$ cat src/rtl/l2irq_pkg.sv
package l2irq_pkg;
  // Register byte offsets; software relies on these positions.
  localparam int unsigned OFF_PEND_STAT = 32'h00;
  localparam int unsigned OFF_PEND_SET  = 32'h04;
  localparam int unsigned OFF_PEND_CLR  = 32'h08;
  localparam int unsigned OFF_MASK_STAT = 32'h0C;
  localparam int unsigned OFF_MASK_SET  = 32'h10;
  localparam int unsigned OFF_MASK_CLR  = 32'h14;
endpackage

$ cat src/rtl/l2irq_sync_edge.sv
module l2irq_sync_edge #(
  parameter int unsigned WIDTH  = 32,
  parameter int unsigned STAGES = 2
) (
  input  logic             clk_i,
  input  logic             rst_ni,
  input  logic [WIDTH-1:0] async_i,
  output logic [WIDTH-1:0] rise_o
);
  localparam int unsigned LAST = STAGES - 1;

  logic [STAGES-1:0][WIDTH-1:0] chain_d, chain_q;
  logic [WIDTH-1:0]             prev_d, prev_q;

  always_comb begin
    chain_d[0] = async_i;
    for (int k = 1; k < STAGES; k++) begin
      chain_d[k] = chain_q[k-1];
    end
    prev_d = chain_q[LAST];
  end

  always_ff @(posedge clk_i or negedge rst_ni) begin
    if (!rst_ni) begin
      chain_q <= '0;
      prev_q  <= '0;
    end else begin
      chain_q <= chain_d;
      prev_q  <= prev_d;
    end
  end

  assign rise_o = chain_q[LAST] & ~prev_q;
endmodule

$ cat src/rtl/l2irq_regif.sv
module l2irq_regif
  import l2irq_pkg::*;
#(
  parameter int unsigned NUM_SRC    = 32,
  parameter int unsigned ADDR_W     = 8,
  parameter bit          BIG_ENDIAN = 1'b0
) (
  input  logic [ADDR_W-1:0]  addr_i,
  input  logic               wr_en_i,
  input  logic [NUM_SRC-1:0] wdata_i,
  output logic [NUM_SRC-1:0] rdata_o,
  input  logic [NUM_SRC-1:0] pend_i,
  input  logic [NUM_SRC-1:0] mask_i,
  output logic [NUM_SRC-1:0] wdata_n_o,
  output logic [NUM_SRC-1:0] pset_o,
  output logic [NUM_SRC-1:0] pclr_o,
  output logic [NUM_SRC-1:0] mset_o,
  output logic [NUM_SRC-1:0] mclr_o
);
  localparam int unsigned NBYTES = NUM_SRC / 8;

  logic [NUM_SRC-1:0] rdata_n;

  // Byte lane mapping between bus order and internal order.
  for (genvar b = 0; b < NBYTES; b++) begin : g_lane
    if (BIG_ENDIAN) begin : g_swap
      assign wdata_n_o[8*b +: 8] = wdata_i[8*(NBYTES-1-b) +: 8];
      assign rdata_o[8*b +: 8]   = rdata_n[8*(NBYTES-1-b) +: 8];
    end else begin : g_pass
      assign wdata_n_o[8*b +: 8] = wdata_i[8*b +: 8];
      assign rdata_o[8*b +: 8]   = rdata_n[8*b +: 8];
    end
  end

  logic hit_pset, hit_pclr, hit_mset, hit_mclr;

  always_comb begin
    hit_pset = wr_en_i && (addr_i == ADDR_W'(OFF_PEND_SET));
    hit_pclr = wr_en_i && (addr_i == ADDR_W'(OFF_PEND_CLR));
    hit_mset = wr_en_i && (addr_i == ADDR_W'(OFF_MASK_SET));
    hit_mclr = wr_en_i && (addr_i == ADDR_W'(OFF_MASK_CLR));
    pset_o = hit_pset ? wdata_n_o : '0;
    pclr_o = hit_pclr ? wdata_n_o : '0;
    mset_o = hit_mset ? wdata_n_o : '0;
    mclr_o = hit_mclr ? wdata_n_o : '0;
  end

  always_comb begin
    if (addr_i == ADDR_W'(OFF_PEND_STAT)) begin
      rdata_n = pend_i;
    end else if (addr_i == ADDR_W'(OFF_MASK_STAT)) begin
      rdata_n = mask_i;
    end else begin
      rdata_n = '0;
    end
  end
endmodule

$ cat src/rtl/l2irq_bank.sv
module l2irq_bank #(
  parameter int unsigned NUM_SRC = 32
) (
  input  logic               clk_i,
  input  logic               rst_ni,
  input  logic [NUM_SRC-1:0] rise_i,
  input  logic [NUM_SRC-1:0] pset_i,
  input  logic [NUM_SRC-1:0] pclr_i,
  input  logic [NUM_SRC-1:0] mset_i,
  input  logic [NUM_SRC-1:0] mclr_i,
  output logic [NUM_SRC-1:0] pend_o,
  output logic [NUM_SRC-1:0] mask_o
);
  logic [NUM_SRC-1:0] pend_d, pend_q, mask_d, mask_q;
  logic               pend_en, mask_en;

  always_comb begin
    pend_en = |{rise_i, pset_i, pclr_i};
    mask_en = |{mset_i, mclr_i};
    // A fresh edge or a software set outranks an acknowledge.
    pend_d  = (pend_q & ~pclr_i) | pset_i | rise_i;
    mask_d  = (mask_q & ~mclr_i) | mset_i;
  end

  always_ff @(posedge clk_i or negedge rst_ni) begin
    if (!rst_ni) begin
      pend_q <= '0;
      mask_q <= '1;
    end else begin
      if (pend_en) pend_q <= pend_d;
      if (mask_en) mask_q <= mask_d;
    end
  end

  assign pend_o = pend_q;
  assign mask_o = mask_q;
endmodule

$ cat src/rtl/l2irq_ctrl.sv
module l2irq_ctrl #(
  parameter int unsigned NUM_SRC     = 32,
  parameter int unsigned ADDR_W      = 8,
  parameter int unsigned SYNC_STAGES = 2,
  parameter bit          BIG_ENDIAN  = 1'b0
) (
  input  logic               clk_i,
  input  logic               rst_ni,
  input  logic [ADDR_W-1:0]  addr_i,
  input  logic               wr_en_i,
  input  logic [NUM_SRC-1:0] wdata_i,
  output logic [NUM_SRC-1:0] rdata_o,
  input  logic [NUM_SRC-1:0] src_i,
  output logic               irq_o
);
  logic [1:0]         rst_sync_q;
  logic               rst_n_sync;
  logic [NUM_SRC-1:0] rise, pend_q, mask_q, wdata_n;
  logic [NUM_SRC-1:0] pset, pclr, mset, mclr;

  // Asynchronous assertion, synchronous release.
  always_ff @(posedge clk_i or negedge rst_ni) begin
    if (!rst_ni) rst_sync_q <= 2'b00;
    else         rst_sync_q <= {rst_sync_q[0], 1'b1};
  end
  assign rst_n_sync = rst_sync_q[1];

  l2irq_sync_edge #(.WIDTH(NUM_SRC), .STAGES(SYNC_STAGES)) u_sync (
    .clk_i  (clk_i),
    .rst_ni (rst_n_sync),
    .async_i(src_i),
    .rise_o (rise)
  );

  l2irq_regif #(.NUM_SRC(NUM_SRC), .ADDR_W(ADDR_W), .BIG_ENDIAN(BIG_ENDIAN)) u_regif (
    .addr_i   (addr_i),
    .wr_en_i  (wr_en_i),
    .wdata_i  (wdata_i),
    .rdata_o  (rdata_o),
    .pend_i   (pend_q),
    .mask_i   (mask_q),
    .wdata_n_o(wdata_n),
    .pset_o   (pset),
    .pclr_o   (pclr),
    .mset_o   (mset),
    .mclr_o   (mclr)
  );

  l2irq_bank #(.NUM_SRC(NUM_SRC)) u_bank (
    .clk_i (clk_i),
    .rst_ni(rst_n_sync),
    .rise_i(rise),
    .pset_i(pset),
    .pclr_i(pclr),
    .mset_i(mset),
    .mclr_i(mclr),
    .pend_o(pend_q),
    .mask_o(mask_q)
  );

  assign irq_o = |(pend_q & ~mask_q);
endmodule

$ cat config.mk
export PLATFORM = sky130hd
export DESIGN_NAME = l2irq_ctrl
export DESIGN_NICKNAME = d
export VERILOG_FILES = /design/src/rtl/l2irq_pkg.sv /design/src/rtl/l2irq_sync_edge.sv /design/src/rtl/l2irq_regif.sv /design/src/rtl/l2irq_bank.sv /design/src/rtl/l2irq_ctrl.sv
export SDC_FILE = /design/constraint.sdc
export NUM_CORES = 1
export LEC_CHECK = 0
export BUFFER_PORTS_ARGS = -buffer_cell sky130_fd_sc_hd__buf_2
export CORE_MARGIN = 4
export CORE_UTILIZATION = 59
export DETAILED_ROUTE_END_ITERATION = 8
export PLACE_DENSITY_LB_ADDON = 0.12
export SLEW_MARGIN = 20
export SYNTH_ARGS = -nofsm -noshare
export SYNTH_HDL_FRONTEND = slang
export SYNTH_SLANG_ARGS = --single-unit
$ cat constraint.sdc
create_clock -name clk_i -period 13.6 [get_ports clk_i]
set_input_delay 2.04 -clock clk_i [delete_from_list [all_inputs] [get_ports clk_i]]
set_output_delay 2.04 -clock clk_i [all_outputs]
set_load 0.02 [all_outputs]
# Word level (Yosys, flattened, before mapping)
# Cells that the tools add are included.
# op_classes
bitwise_logic	11
n_div	0
n_reduce_logical	8
n_lt_le_gt_ge	0
n_addsub	0
n_eq_ne	5
muxes	6
multipliers	0
shift	0
# ops
cell	n
$mux 32	6
$and 32x32->32	4
$not 32->32	4
$or 32x32->32	3
$reduce_or 96->1	1
$reduce_or 64->1	1
$reduce_or 32->1	1
$eq 8x4->1 const B	2
$eq 8x5->1 const B	2
$eq 8x3->1 const B	1
$logic_not 8->1	1
$logic_and 1x1->1	4
# word_totals
input_bits	75
ram_bits	0
word_cells	36
out_inout_bits	33
mem_count	0
latchBits	0
romBits	0
ff_bits	162

# Logic depth before layout (Yosys ltp)
# Gate-level depths: netlist of the first run.
# depth
depth_word	7
depth_mapped	7
mapped_depth_nobuf	4

# Cells and area by module
# A second synthesis of the first run with hierarchy kept.
# hier_totals
hier_cells	667
hier_area_um2	7203.2
# modules_own_cells
module	seq_area_each_um2	cells_each	area_each_um2	instances
l2irq_sync_edge	2402.3	128	2842.7	1
l2irq_bank	1641.6	224	2402.3	1
l2irq_regif	0.0	259	1652.8	1
l2irq_ctrl	50.0	56	305.3	1

# Worst setup path before layout of the first run
# OpenSTA, ideal clock, no wires.
# synth_path
kind	input -> output
from	in addr_i[2]
to	out rdata_o[11]
t_arrival_ps	3178
path_slack_ps	8382
stages	6
cell_sequence	buf_2 > and2_1 > clkbuf_1 > clkbuf_1 > a22oi_1 > nor2_1
# synth_between
elab_chain_len	3
elab_cells_between_ends	4
cone_classes	1 x eq/ne; 2 x mux; 1 x reduce/logical
# synth_lines
element	line_no	source
from (decl)	l2irq_ctrl.sv:9	input logic [ADDR_W-1:0] addr_i,
$eq 8x4->1	l2irq_regif.sv:51	end else if (addr_i == ADDR_W'(OFF_MASK_STAT)) begin
$mux 32	l2irq_regif.sv:51	
$mux 32 (*)	l2irq_regif.sv:49	if (addr_i == ADDR_W'(OFF_PEND_STAT)) begin
to (decl)	l2irq_ctrl.sv:12	output logic [NUM_SRC-1:0] rdata_o,
# Mark *: on every way between the ends. The rest lies on a longest branch, timed or not.

# Worst setup path in the final report of the first run
# layout_path
from	in addr_i[2]
to	out rdata_o[29]
# The elaborated chain is that of the path after synthesis.

==> results of run 1 <==
-- synthesized netlist by cell type --
master / instances / share of area [%]
dfrtp_1: 130 / 54
nand2_1: 65 / 4.0
a22oi_1: 48 / 5.9
nor2_1: 34 / 2.1
inv_1: 33 / 2.0
mux2i_1: 33 / 5.4
nor2b_1: 33 / 3.4
dfstp_2: 32 / 14
a221o_1: 31 / 5.1
clkbuf_1: 13 / 0.80
buf_2: 6 / 0.49
and4_1: 5 / 0.72
buf_6: 4 / 0.74
buf_4: 3 / 0.37
nand4_1: 2 / 0.21
a221oi_1: 1 / 0.14
and2_1: 1 / 0.10
and3_1: 1 / 0.10
and3b_1: 1 / 0.14
and4b_1: 1 / 0.16
conb_1: 1 / 0.062
nor4_4: 1 / 0.35
nor4b_1: 1 / 0.14
-- state kept, by name (all words and copies together), names as in the netlist --
signal / count
rst_sync_q: 2
u_sync.prev_q: 32
u_sync.chain_d: 32
u_bank.pend_o: 32
u_bank.mask_o: 32
u_sync.prev_d: 32
-- critical path: stages --
cell	delay [ps]
buf_2	320
nor2_2	670
buf_4	360
a22oi_1	120
nor2_1	170
buf_2	210
-- power groups by stage --
stage	Combinational, mW	Sequential, mW	Clock (mW)
detailed placement	0.0578	0.524	0
finish	0.0580	0.516	0.457
CTS	0.0584	0.516	0.465
global route	0.0639	0.519	0.487
global placement	0.0563	0.523	0
floorplan	0.0278	0.525	0
-- metal layers --
metal  GRT usage [%]  up-vias  wire length, microns
li1                -     1872                     -
met1            35.0     2052                  6020
met2            37.4      167                  6410
met3            6.81       20                  1080
met4            9.44        2                   223
met5               0        -                     7
-- kinds of logic (layout without fill, tap and decap cells) --
| logic type | after synthesis | count (layout) | share of synthesized area (%) |
|---|---|---|---|
| compound gates | 80 | 80 | 11.2 |
| buf+inv | 59 | 179 | 4.45 |
| flops | 162 | 162 | 67.4 |
| mux | 33 | 33 | 5.44 |
| other cells | 1 | 1 | 0.0617 |
| simple gates | 145 | 145 | 11.5 |
-- placed cells by master (no fill, tap or decap), types with 5 or more instances in the layout --
cell / Yosys / routed
buf_2: 6 / 107
and4_1: 5 / 5
mux2i_1: 33 / 33
buf_4: 3 / 7
dfrtp_1: 130 / 129
a221o_1: 31 / 31
nor2_1: 34 / 33
nor2b_1: 33 / 33
nand2_1: 65 / 64
a22oi_1: 48 / 48
dfstp_2: 32 / 32
clkbuf_16: 0 / 16
inv_1: 33 / 33
-- how the worst min path moves through the flow --
stage	from	to	slack, ps	cells past startpoint
finish	rst_sync_q[1]$_DFF_PN0_	u_sync.chain_d[41]$_DFF_PN0_	330	0
global route	u_sync.chain_d[61]$_DFF_PN0_	u_sync.prev_d[29]$_DFF_PN0_	350	0
CTS	u_sync.chain_d[60]$_DFF_PN0_	u_sync.prev_d[28]$_DFF_PN0_	350	0
detailed placement	u_sync.chain_d[46]$_DFF_PN0_	u_sync.prev_d[14]$_DFF_PN0_	330	0
global placement	u_sync.chain_d[39]$_DFF_PN0_	u_sync.prev_d[7]$_DFF_PN0_	330	0
floorplan	rst_sync_q[0]$_DFF_PN0_	rst_sync_q[1]$_DFF_PN0_	330	0
-- metrics by stage --
step / hold slack [ps] / cells
6_report: 334 / 733
5_1_grt: 355 / 733
4_1_cts: 348 / 733
3_5_place_dp: 335 / 701
3_3_place_gp: 331 / 701
2_1_floorplan: 331 / 480
-- cell type report --
type / count / area share (%)
clock buffers: 17 / 5.70
clock inverters: 15 / 2.19
inverters: 33 / 1.71
multi-input cells: 259 / 23.6
flip-flops and latches: 162 / 56.4
well taps: 133 / 2.29
repair buffers: 114 / 8.10
==> metrics.md, run 1 <==
| Metric | Value |
|---|---|
| Int Pwr | 792 uW |
| Slack of the critical path | 7650 ps |
| Reg2Reg Capture Point | u_sync.prev_d[1]$_DFF_PN0_ |
| Synth Area per Inst | 12.7 sq um |
| Vias per std cell | 5.61 |
| Clk_lat worst skew | 540 ps |
| Crit end category | primary output |
| Clk slew on worst S/H paths | 60 ps |
| Fin Setup TNS | 0 ps |
| Vias in the first global route | 4295 |
| Vias | 4113 |
| Slew HR | 51.0% |
| Comb power frac | 5.6% |
| Post-synthesis instance total | 480 |
| Finished Cell Area | 7260 sq um |
| Origin of the critical flop-to-flop path | rst_sync_q[1]$_DFF_PN0_ |
| Worst setup startpoint | addr_i[2] |
| Total track usage | 24.9% |
| Die H | 109 microns |
| Remaining global-route overflow | 0 |
| Routability Congestion | 0.810 |
| Seq/Total Area, Yosys | 67.4% |
| Die X | 109 microns |
| Endpoints failing hold | 0 |
| Crit path required time | 11560 ps |
| Post-CTS Setup Repair Bufs | 0 |
| Post-cts sizing count | 0 |
| Run status | finished, final reports clean |
| Leakage | 3.54 nW |
| Post-CTS Hold Fix Bufs | 0 |
| Clock Root Buffer | clkbuf_8 |
| Depth of the CTS H-tree | 4 |
| Sw Pwr | 239 uW |
| Maximum clock path buffer count | 2 |
| Placeable Area | 9910 sq um |
| CP max FO | 37 |
| Drt drc | 0 |
| Antenna-violating nets left | 0 |
| IO buf count | 107 |
| Sw frac | 23.2% |
| Layout cells sized above 1 | 30.3% |
| Worst Setup Start Kind | input pin |
| Critical path type | input pin to primary output |
| Period utilization | 43.7% |
| RSZ-0062 raised after global routing | false |
| Worst-Margin Slew | 734 ps |
| Worst-case clock skew | 7.40 ps |
| Cell variety after synth | 23 |
| Max IR drop VDD | 0.118 mV |
| I/O pin total | 108 |
| Cells on worst reg2reg path | 1 |
| Total design power | 1.03 mW |
| Layout Utilization | 73.3% |
| Synthesis warning total | 0 |
| Sequential cell area | 4100 sq um |
| Row count | 36 |
| Layout net count | 662 |
| Antenna fix cells | 0 |
| Fillers | 718 |
| Sequential Power Share | 50.1% |
| Placed Area | 6690 sq um |
| Clock power share | 44.3% |
| Syn nets | 555 |
| Largest net degree at the start of global routing | 62 |
| Die area | 12000 sq um |
| First-pass GRT wire length | 22100 microns |
| Fin crit period | 5950 ps |
| WP data arrival | 3910 ps |
| DR WL/cell | 18.8 microns |
| Routed Wire Length | 13700 microns |
| Worst min path class | flop to asynchronous set/reset pin |
| Max-slew violations | 0 |
| Crit path to | rdata_o[29] |
| Fmax achieved | 168 MHz |
| Syn Std Cell Area | 6070 sq um |
| Hpwl dp | 8990 microns |
| CTS tree | done |
| Layout Area Growth over Synthesis | 19.6% |
| Power Density | 142 nW/um^2 |
| R2r setup slk | 12090 ps |
| Placement Setup Slack | 7690 ps |
| TritonCTS buffer count | 17 |
| Initial Utilization | 61.3% |
| Max_cap viols | 0 |
| Drt first-iter violations | 292 |
| Antenna violations before repair | 1 |
| Clk sinks | 162 |
| Multi-input gate area | 1710 sq um |
| DRT Pass-1 Iters | 5 |
| # setup viols final | 0 |
| Yosys reg bits | 162 |
No activity file was read; power rests on OpenSTA's default activity.
==> run 2, diff against run 1 <==
- CORE_UTILIZATION: 59 -> 50
- clock period: 13.6 -> 5.08 ns (I/O delays scaled with it)
==> run 2 against run 1 <==
Effect of this change:
- register-to-register slack got worse by 8300 ps
- cell count increased by 1.4%
- combinational power increased to 2.8 times the previous value
- flip-flop and latch count unchanged
- count of clock-buffer cells in the layout increased by 7
- critical path depth unchanged
- sequential power increased to 2.7 times the previous value
- total power increased to 2.7 times the previous value
- via count decreased by 1.8%
- wire length decreased by 1.9%
- largest cell class unchanged
- worst setup slack got worse by 6100 ps
==> metrics.md, run 2 (synthesis gave the netlist of run 1 again) <==
| Metric | Value |
|---|---|
| Run status | finished, final reports clean |
| Post-cts sizing count | 0 (unchanged) |
| Placeable Area | 11700 sq um (+18%) |
| CP max FO | 37 (unchanged) |
| Max IR drop VDD | 0.285 mV (+140%) |
| Remaining global-route overflow | 0 (unchanged) |
| Crit path required time | 4320 ps (-7240 ps) |
| Die X | 118 microns (+8.0%) |
| Worst min path class | input pin to asynchronous set/reset pin |
| Comb power frac | 5.9% (+0.3 points) |
| Period utilization | 69.6% |
| Worst-case clock skew | 10.4 ps (+3.03 ps) |
| TritonCTS buffer count | 17 (unchanged) |
| RSZ-0062 raised after global routing | false |
| Row count | 39 (+8.3%) |
| Commonest cells after routing, fill and taps aside | dfrtp_1, buf_2, nand2_1, a22oi_1 |
| IO buf count | 107 (unchanged) |
| Max-slew violations | 0 (unchanged) |
| Drt drc | 0 (unchanged) |
| Sequential cell area | 4100 sq um (unchanged) |
| WP data arrival | 2780 ps (-1130 ps) |
| Layout Area Growth over Synthesis | 20.1% |
| Worst Setup Start Kind | input pin |
| Vias per std cell | 5.44 (-3.1%) |
| Endpoints failing hold | 0 (unchanged) |
| # setup viols final | 0 (unchanged) |
| Post-CTS Setup Repair Bufs | 0 (unchanged) |
| Sw Pwr | 614 uW (+160%) |
| Origin of the critical flop-to-flop path | rst_sync_q[1]$_DFF_PN0_ |
| Layout Utilization | 62.6% (-11 points) |
| Layout net count | 662 (unchanged) |
| Initial Utilization | 52.1% (-9.2 points) |
| Routed wl met3 | 742 microns (-31%) |
| Routability Congestion | 0.783 (-3.3%) |
| Die H | 118 microns (+8.0%) |
| Total design power | 2.75 mW (+170%) |
| Multi-input gate area | 1710 sq um (unchanged) |
| Cells on worst reg2reg path | 2 (+1) |
| Maximum clock path buffer count | 2 (unchanged) |
| Wl on met1 | 6230 microns (+3.4%) |
| Die area | 14000 sq um (+17%) |
| Drt first-iter violations | 369 (+26%) |
| Clk slew on worst S/H paths | 60 ps (about the same) |
| Antenna fix cells | 0 (unchanged) |
| Clk_lat worst skew | 430 ps (-110 ps) |
| Leakage | 3.54 nW (+0.10%) |
| Fin crit period | 3540 ps |
| Hpwl dp | 8700 microns (-3.3%) |
| Crit end category | primary output |
| Antenna violations before repair | 0 (-1) |
| Slew HR | 52.2% (+1.2 points) |
| Depth of the CTS H-tree | 4 (unchanged) |
| Worst-Margin Slew | 717 ps (-16.9 ps) |
| Antenna-violating nets left | 0 (unchanged) |
| Top sig layer | met4 |
| Most common cell after layout, fill and taps aside | dfrtp_1 |
| Max_cap viols | 0 (unchanged) |
| Hold slack | 104 ps (-230 ps) |
| Total track usage | 20.5% (-4.4 points) |
| Fillers | 965 (+34%) |
| Post-CTS Hold Fix Bufs | 0 (unchanged) |
| Int Pwr | 2.13 mW (+170%) |
| Clock power share | 43.9% (-0.4 points) |
| DRT Pass-1 Iters | 4 (-1) |
| Sequential Power Share | 50.2% (about the same) |
| Routed Wire Length | 13500 microns (-1.9%) |
| Vias | 4039 (-1.8%) |
| Sw frac | 22.4% (-0.80 points) |
| Fmax achieved | 283 MHz |
| I/O pin total | 108 (unchanged) |
| Power Density | 376 nW/um^2 (+170%) |
| Layout cells sized above 1 | 29.7% (-0.67 points) |
| First-pass GRT wire length | 21900 microns (-0.84%) |
| Critical path type | input pin to primary output |
| Reg2Reg Capture Point | u_bank.mask_o[10]$_DFFE_PN1P_ |
| Clock Root Buffer | clkbuf_16 |
| Largest net degree at the start of global routing | 83 (+34%) |
| CTS tree | done |
| Fin Setup TNS | 0 ps (unchanged) |
| DR WL/cell | 18.1 microns (-3.3%) |
| R2r setup slk | 3750 ps (-8340 ps) |
| Metal2 WL | 6330 microns (-1.4%) |
| Clk sinks | 162 (unchanged) |
| Vias in the first global route | 4141 (-3.6%) |
run 2: worst max-delay path by stage:
stage / startpoint / end / slack [ps]
2_1_floorplan: rst_sync_q[1]$_DFF_PN0_ / u_bank.pend_o[0]$_DFFE_PN0P_ / 290
3_3_place_gp: addr_i[2] / rdata_o[27] / 1570
3_5_place_dp: addr_i[2] / rdata_o[8] / 1530
4_1_cts: addr_i[2] / rdata_o[8] / 1510
5_1_grt: addr_i[2] / rdata_o[27] / 1350
6_report: addr_i[2] / rdata_o[8] / 1540
run 2: metal layers:
metal,vias up,GRT usage (%)
met2,127,29.5
met5,-,0
met3,15,6.97
met1,2033,28.8
li1,1864,-
met4,0,7.84
run 2: worst max-delay path, cell delays in order:
cell and delay (ps):
buf_2 550, and2_1 660, buf_4 360, a22oi_1 120, nor2_1 120, buf_2 190
run 2: power by group through the flow:
stage	registers (mW)	clock network [mW]	logic, mW
floorplan	1.41	0	0.0743
global placement	1.41	0	0.148
detailed placement	1.41	0	0.152
CTS	1.39	1.23	0.153
global route	1.38	1.29	0.183
finish	1.38	1.21	0.161
run 2: layout make-up:
cell class | count | share of cell area, %
sequential | 162 | 56.2
multi-input combinational | 259 | 23.5
timing repair buffer | 114 | 8.50
clock buffer | 24 | 6.60
tap | 143 | 2.45
inverter | 33 | 1.70
clock inverter | 8 | 1.10
run 2: metrics by stage:
step / area [sq um] / instances / setup WS, ps
2_1_floorplan: 6070 / 480 / 288
3_3_place_gp: 6710 / 710 / 1570
3_5_place_dp: 6710 / 710 / 1530
4_1_cts: 7270 / 742 / 1510
5_1_grt: 7300 / 743 / 1350
6_report: 7300 / 743 / 1540
